--- src/rtl/pgwin_pkg.sv ---
package pgwin_pkg;
  // Bit positions inside the I/O data word
  localparam int unsigned CTRL_BASE_BIT = 4;
  localparam int unsigned CMD_CLEAR_BIT = 0;

  // Kind of read response travelling down the return pipeline
  typedef enum logic [1:0] {
    RSP_NONE = 2'd0,
    RSP_BUF  = 2'd1,
    RSP_CTRL = 2'd2
  } rsp_kind_e;
endpackage

--- src/rtl/pgwin_decode.sv ---
module pgwin_decode #(
  parameter int unsigned ADDR_W  = 20,
  parameter int unsigned WIN_W   = 16,
  parameter int unsigned IO_W    = 16,
  parameter int unsigned IO_BASE = 'h0300,
  parameter int unsigned SEG_A   = 'hD,
  parameter int unsigned SEG_B   = 'hE
) (
  input  logic [ADDR_W-1:0] host_addr,
  input  logic              host_mem_rd,
  input  logic              host_io_rd,
  input  logic              host_io_wr,
  input  logic              base_sel,
  output logic              win_rd,
  output logic              ctrl_rd,
  output logic              ctrl_wr,
  output logic              cmd_wr
);
  localparam int unsigned SEG_W = ADDR_W - WIN_W;

  logic [SEG_W-1:0] seg_now;
  logic [SEG_W-1:0] seg_sel;
  logic [IO_W-1:0]  io_port;
  logic             win_hit;
  logic             ctrl_hit;
  logic             cmd_hit;

  always_comb begin
    seg_now  = host_addr[ADDR_W-1:WIN_W];
    seg_sel  = base_sel ? SEG_W'(SEG_B) : SEG_W'(SEG_A);
    win_hit  = (seg_now == seg_sel);
    io_port  = host_addr[IO_W-1:0];
    ctrl_hit = (io_port == IO_W'(IO_BASE));
    cmd_hit  = (io_port == IO_W'(IO_BASE + 2));
    // Memory writes are never decoded: the window is read-only.
    win_rd   = host_mem_rd & win_hit;
    ctrl_rd  = host_io_rd & ctrl_hit;
    ctrl_wr  = host_io_wr & ctrl_hit;
    cmd_wr   = host_io_wr & cmd_hit;
  end
endmodule

--- src/rtl/pgwin_regs.sv ---
module pgwin_regs
  import pgwin_pkg::*;
#(
  parameter int unsigned PAGE_W = 2,
  parameter int unsigned HOST_W = 16
) (
  input  logic              clk,
  input  logic              rst_n,
  input  logic              ctrl_wr,
  input  logic              cmd_wr,
  input  logic [HOST_W-1:0] wdata,
  output logic [PAGE_W-1:0] page_q,
  output logic              base_q,
  output logic              clear_q
);
  logic [PAGE_W-1:0] page_d;
  logic              base_d;
  logic              clear_d;
  logic              do_clear;
  logic              reg_en;

  always_comb begin
    do_clear = cmd_wr & wdata[CMD_CLEAR_BIT];
    reg_en   = ctrl_wr | do_clear;
    page_d   = page_q;
    base_d   = base_q;
    clear_d  = do_clear;
    if (do_clear) begin
      page_d = '0;
    end else if (ctrl_wr) begin
      page_d = wdata[PAGE_W-1:0];
      base_d = wdata[CTRL_BASE_BIT];
    end
  end

  always_ff @(posedge clk or negedge rst_n) begin
    if (!rst_n) begin
      page_q <= '0;
      base_q <= 1'b0;
    end else if (reg_en) begin
      page_q <= page_d;
      base_q <= base_d;
    end
  end

  always_ff @(posedge clk or negedge rst_n) begin
    if (!rst_n) clear_q <= 1'b0;
    else        clear_q <= clear_d;
  end
endmodule

--- src/rtl/pgwin_steer.sv ---
module pgwin_steer
  import pgwin_pkg::*;
#(
  parameter int unsigned HOST_W = 16,
  parameter int unsigned WORD_W = 64,
  parameter int unsigned LANE_W = 2
) (
  input  logic              clk,
  input  logic              rst_n,
  input  rsp_kind_e         req_kind,
  input  logic [LANE_W-1:0] req_lane,
  input  logic [HOST_W-1:0] ctrl_rdata,
  input  logic [WORD_W-1:0] buf_rd_data,
  output logic [HOST_W-1:0] host_rdata,
  output logic              host_rvalid
);
  localparam int unsigned LANES = WORD_W / HOST_W;

  rsp_kind_e         kind_q;
  logic [LANE_W-1:0] lane_q;
  logic [HOST_W-1:0] ctrl_q;
  logic              s1_en;
  logic [HOST_W-1:0] lane_arr [LANES];
  logic [HOST_W-1:0] lane_pick;
  logic [HOST_W-1:0] rdata_d;
  logic              rvalid_d;
  logic              out_en;

  for (genvar g = 0; g < LANES; g++) begin : g_lane
    assign lane_arr[g] = buf_rd_data[g*HOST_W +: HOST_W];
  end

  always_comb begin
    s1_en     = (req_kind != RSP_NONE);
    lane_pick = lane_arr[lane_q];
    rvalid_d  = (kind_q != RSP_NONE);
    out_en    = rvalid_d;
    rdata_d   = (kind_q == RSP_BUF) ? lane_pick : ctrl_q;
  end

  // Stage 1: remember what the pending response is while the buffer reads
  always_ff @(posedge clk or negedge rst_n) begin
    if (!rst_n) kind_q <= RSP_NONE;
    else        kind_q <= req_kind;
  end

  always_ff @(posedge clk or negedge rst_n) begin
    if (!rst_n) begin
      lane_q <= '0;
      ctrl_q <= '0;
    end else if (s1_en) begin
      lane_q <= req_lane;
      ctrl_q <= ctrl_rdata;
    end
  end

  // Stage 2: registered output toward the host
  always_ff @(posedge clk or negedge rst_n) begin
    if (!rst_n) host_rvalid <= 1'b0;
    else        host_rvalid <= rvalid_d;
  end

  always_ff @(posedge clk or negedge rst_n) begin
    if (!rst_n)      host_rdata <= '0;
    else if (out_en) host_rdata <= rdata_d;
  end
endmodule

--- src/rtl/pgwin_top.sv ---
module pgwin_top
  import pgwin_pkg::*;
#(
  parameter int unsigned ADDR_W  = 20,
  parameter int unsigned WIN_W   = 16,
  parameter int unsigned PAGE_W  = 2,
  parameter int unsigned HOST_W  = 16,
  parameter int unsigned WORD_W  = 64,
  parameter int unsigned IO_BASE = 'h0300,
  parameter int unsigned SEG_A   = 'hD,
  parameter int unsigned SEG_B   = 'hE,
  localparam int unsigned BYTE_LSB = $clog2(WORD_W / 8),
  localparam int unsigned BUF_AW   = PAGE_W + WIN_W - BYTE_LSB
) (
  input  logic              clk,
  input  logic              rst_n,
  input  logic [ADDR_W-1:0] host_addr,
  input  logic [HOST_W-1:0] host_wdata,
  input  logic              host_mem_rd,
  input  logic              host_mem_wr,
  input  logic              host_io_rd,
  input  logic              host_io_wr,
  output logic [HOST_W-1:0] host_rdata,
  output logic              host_rvalid,
  output logic              buf_rd_en,
  output logic [BUF_AW-1:0] buf_rd_addr,
  input  logic [WORD_W-1:0] buf_rd_data,
  output logic              clear_pulse
);
  localparam int unsigned LANES   = WORD_W / HOST_W;
  localparam int unsigned LANE_W  = $clog2(LANES);
  localparam int unsigned LANE_HI = BYTE_LSB - 1;
  localparam int unsigned IO_W    = 16;

  logic              win_rd;
  logic              ctrl_rd;
  logic              ctrl_wr;
  logic              cmd_wr;
  logic [PAGE_W-1:0] page_q;
  logic              base_q;
  logic [HOST_W-1:0] ctrl_rdata;
  logic [LANE_W-1:0] req_lane;
  rsp_kind_e         req_kind;
  logic              unused_wr;

  pgwin_decode #(
    .ADDR_W (ADDR_W),
    .WIN_W  (WIN_W),
    .IO_W   (IO_W),
    .IO_BASE(IO_BASE),
    .SEG_A  (SEG_A),
    .SEG_B  (SEG_B)
  ) u_decode (
    .host_addr  (host_addr),
    .host_mem_rd(host_mem_rd),
    .host_io_rd (host_io_rd),
    .host_io_wr (host_io_wr),
    .base_sel   (base_q),
    .win_rd     (win_rd),
    .ctrl_rd    (ctrl_rd),
    .ctrl_wr    (ctrl_wr),
    .cmd_wr     (cmd_wr)
  );

  pgwin_regs #(
    .PAGE_W(PAGE_W),
    .HOST_W(HOST_W)
  ) u_regs (
    .clk    (clk),
    .rst_n  (rst_n),
    .ctrl_wr(ctrl_wr),
    .cmd_wr (cmd_wr),
    .wdata  (host_wdata),
    .page_q (page_q),
    .base_q (base_q),
    .clear_q(clear_pulse)
  );

  always_comb begin
    // Memory writes have no path into this block.
    unused_wr   = host_mem_wr;
    buf_rd_en   = win_rd;
    buf_rd_addr = {page_q, host_addr[WIN_W-1:BYTE_LSB]};
    req_lane    = host_addr[LANE_HI -: LANE_W];
    ctrl_rdata  = '0;
    ctrl_rdata[PAGE_W-1:0]    = page_q;
    ctrl_rdata[CTRL_BASE_BIT] = base_q;
    if (win_rd)       req_kind = RSP_BUF;
    else if (ctrl_rd) req_kind = RSP_CTRL;
    else              req_kind = RSP_NONE;
  end

  pgwin_steer #(
    .HOST_W(HOST_W),
    .WORD_W(WORD_W),
    .LANE_W(LANE_W)
  ) u_steer (
    .clk        (clk),
    .rst_n      (rst_n),
    .req_kind   (req_kind),
    .req_lane   (req_lane),
    .ctrl_rdata (ctrl_rdata),
    .buf_rd_data(buf_rd_data),
    .host_rdata (host_rdata),
    .host_rvalid(host_rvalid)
  );
endmodule

--- config.mk ---
export PLATFORM = sky130hd
export DESIGN_NAME = pgwin_top
export DESIGN_NICKNAME = d
export VERILOG_FILES = /design/src/rtl/pgwin_pkg.sv /design/src/rtl/pgwin_decode.sv /design/src/rtl/pgwin_regs.sv /design/src/rtl/pgwin_steer.sv /design/src/rtl/pgwin_top.sv
export SDC_FILE = /design/constraint.sdc
export NUM_CORES = 1
export LEC_CHECK = 0
export ABC_AREA = 1
export BUFFER_PORTS_ARGS = -buffer_cell sky130_fd_sc_hd__buf_2
export CAP_MARGIN = 20
export CORE_ASPECT_RATIO = 1.5
export CORE_UTILIZATION = 37
export DETAILED_ROUTE_END_ITERATION = 8
export GPL_ROUTABILITY_DRIVEN = 0
export PLACE_DENSITY = 0.89
export REMOVE_ABC_BUFFERS = 1
export SYNTH_ARGS = -nofsm -noshare
export SYNTH_HDL_FRONTEND = slang
export SYNTH_SLANG_ARGS = --single-unit
--- constraint.sdc ---
create_clock -name clk -period 1 [get_ports clk]
set_input_delay 0.2 -clock clk [delete_from_list [all_inputs] [get_ports clk]]
set_output_delay 0.2 -clock clk [all_outputs]
set_load 0.03 [all_outputs]
==> impl_metrics.ini <==
[synthesis]
yosys.area.top_type = dfrtp_1
syn_inst = 278
synth.yosys.seq_area_share_pct = 36.8
synthAdderAreaFrac_pct = 0
async_reset_ff_share_pct = 100
synth-simple-area-share_pct = 50.4
netlist_area_um2 = 1900
ys_types = 20
synth_area_per_cell_um2 = 6.85
synthMuxAreaShare_pct = 0
synth_compound_area_share_pct = 1.91
yosysMostFrequentCell = nand2_1
synth_top_family_by_area = simple AND/OR/NAND/NOR gates
ys_top_cells_by_area = dfrtp_1, nand2_1, nand3_1
synth_edf_count = 0
dominantRegCellSynth = dfrtp_1
synth_xor_area_share_pct = 0
yosys_register_bits = 28
synth_commonest_cells = nand2_1, nand3_1, dfrtp_1
ys_warn_count = 0
yosysTopAreaCellShare_pct = 36.8

[routing]
via_count = 2669
wl_mm = 8.65
wl_per_cell_um = 17.4
ant_nets = 0
via_per_inst = 5.37
drt-initial-drc-count = 176
first_pass_iters = 4
drc_errors = 0

[sta]
clock.fmax_mhz = 742
layout_worst_path_cycle_share_pct = 135
final-hold-violation-count = 0
worst_pin_slew_ns = 0.369
min_period_ns = 1.35
slew_headroom_pct = 75.4
fin_ws_ns = -0.347
fin_skew_ns = 0.00202
setup_viol = 43
maxSlewViolCount = 0
rsz0062_at_grt = yes

[setup_path]
path_max_fanout = 3
worstSetupPathType = reg -> out
slowest_stage = dfrtp_1
start_kind = flip-flop
crit_path_max_incr_delay_ns = 0.41
required_ns = 0.80
arrival_ns = 1.15
cp_cell_sequence = inv_1, nand3_2, a21oi_4, buf_6
end_kind = primary output

[status]
violations = setup timing
status = finished with violations

[final_layout]
area_delta_synth_final_pct = 95.3
drive_gt1_share_pct = 68.2
fin_nets = 539
fillers = 311
diodes = 0
fin_area_um2 = 3720
post-route-util_pct = 76.0

[hold_path]
hold_path_class = in -> reg

[global_routing]
grt_usage_pct = 28.3
grt_pass1_vias = 2669
gr-total-overflow = 0
grt_pass1_wl_mm = 11.6
grt_max_degree = 29
antenna_found_initial = 0

[clocking]
cts_tree = yes
cts.htree.levels = 1
cts.path.max_buffers = 2
clock_latency_ns = 0.27
clockRootBuffer = clkbuf_8
clock-sinks = 28
cts_made_buffers = 3
path_clk_slew_ns = 0.09

[floorplan]
core-area_um2 = 4890
die_h_um = 89.8
die_width_um = 60.6
die-area_um2 = 5440
num_rows = 31
initial_utilization_pct = 38.9
ios = 140

[pwr]
p_per_area_nw_per_um2 = 1550
vdd_ir_drop_max_v = 0.000742
p_leak_nw = 1.95

[placement]
io_buffers = 125
place_hpwl_mm = 4.29
dpl-instance-area_um2 = 2690

[job]
maxCapViolCount = 0
-- routing by layer --
layer	GRT usage [%]	vias up	wire length [um]
met5	0	-	0
li1	-	1189	-
met4	16.5	0	440
met2	51.4	188	4580
met1	26.6	1250	2820
met3	7.19	42	804
-- stage by stage --
stage	hold slack (ns)	instances	setup TNS (ns)	power [mW]	setup WS (ns)
2_1_floorplan	-0.0956	253	-10.24	2.50	-0.663
3_3_place_gp	0.216	469	-1.07	3.36	-0.123
3_5_place_dp	0.223	469	-1.94	3.42	-0.137
4_1_cts	0.154	488	-4.21	5.18	-0.361
5_1_grt	0.170	497	-7.79	6.02	-0.365
6_report	0.155	497	-6.14	5.78	-0.347
-- final timing paths --
check                           cells past startpoint                                from  slack (ns)                            endpoint
worst max-delay path                                4           u_regs.base_q$_DFFE_PN0P_       -0.35                           buf_rd_en
max in group asynchronous                           3                               rst_n        0.22       u_steer.lane_q[0]$_DFFE_PN0P_
worst min-delay path                                3                       host_wdata[4]        0.15           u_regs.base_q$_DFFE_PN0P_
worst min register to register                      2  u_steer.host_rdata[14]$_DFFE_PN0P_        0.53  u_steer.host_rdata[14]$_DFFE_PN0P_
worst max register to register                      7       u_steer.lane_q[0]$_DFFE_PN0P_       -0.29   u_steer.host_rdata[7]$_DFFE_PN0P_
min in group asynchronous                           3                               rst_n        0.49  u_steer.host_rdata[14]$_DFFE_PN0P_
-- kinds of logic (layout without fill, tap and decap cells) --
group                  Yosys count  after routing
and+or+nand+nor                208            208
buffers and inverters           37            190
DFF                             28             28
AOI/OAI and AO/OA                5              5
-- cells in the final DEF (no fill, tap or decap), types with 2 or more instances in the layout --
cell type	netlist	layout
buf_12	0	7
buf_16	0	4
buf_2	10	104
buf_4	15	34
buf_6	0	25
clkbuf_8	0	3
dfrtp_1	28	27
inv_1	7	7
inv_2	5	4
nand2_1	116	70
nand2_2	1	19
nand2_4	1	29
nand3_1	61	11
nand3_2	3	51
nand3_4	1	3
nand3b_1	2	2
nand4_1	2	2
nor2_1	12	12
nor2_2	3	3
nor2_4	4	4
o21ai_1	4	4
-- registers in the layout (all words and copies together) (netlist names) --
name,flops
u_steer.host_rdata,16
u_steer.ctrl_q,3
u_regs.page_q,2
u_steer.kind_q,2
u_steer.lane_q,2
u_regs.base_q,1
u_regs.clear_q,1
u_steer.host_rvalid,1
-- worst max-delay path: cells and delay by family (launching register included) --
family / cells / cell delay [ns]
AND/OR/NAND/NOR: 1 / 0.08
AO/OA/AOI/OAI: 1 / 0.16
flip-flops: 1 / 0.41
buffers and inverters: 2 / 0.23
-- where the power goes --
part	switching (mW)	leakage, nW	internal, mW
sequential	0.200	0.355	1.34
clock	0.342	0.0216	0.271
combinational	1.96	1.58	1.67
total	2.50	1.95	3.28
-- layout make-up --
cell class	count	area [um^2]	share of cell area (%)
tap	66	82.6	2.22
sequential	28	702	18.9
timing repair buffer	175	1320	35.5
multi-input combinational	213	1520	40.8
clock buffer	3	41.3	1.11
inverter	12	57.6	1.55
-- timing repair --
item | 4_1_cts | 5_1_grt
resized for setup | 146 | 42
gates cloned | 4 | 0
setup endpoints to repair | 43 | 44
pin swaps | 39 | 31
endpoints found under the hold margin | 28 | 0
hold buffers | 1 | 0
setup buffers | 11 | 10
No activity file was read; power rests on OpenSTA's default activity.
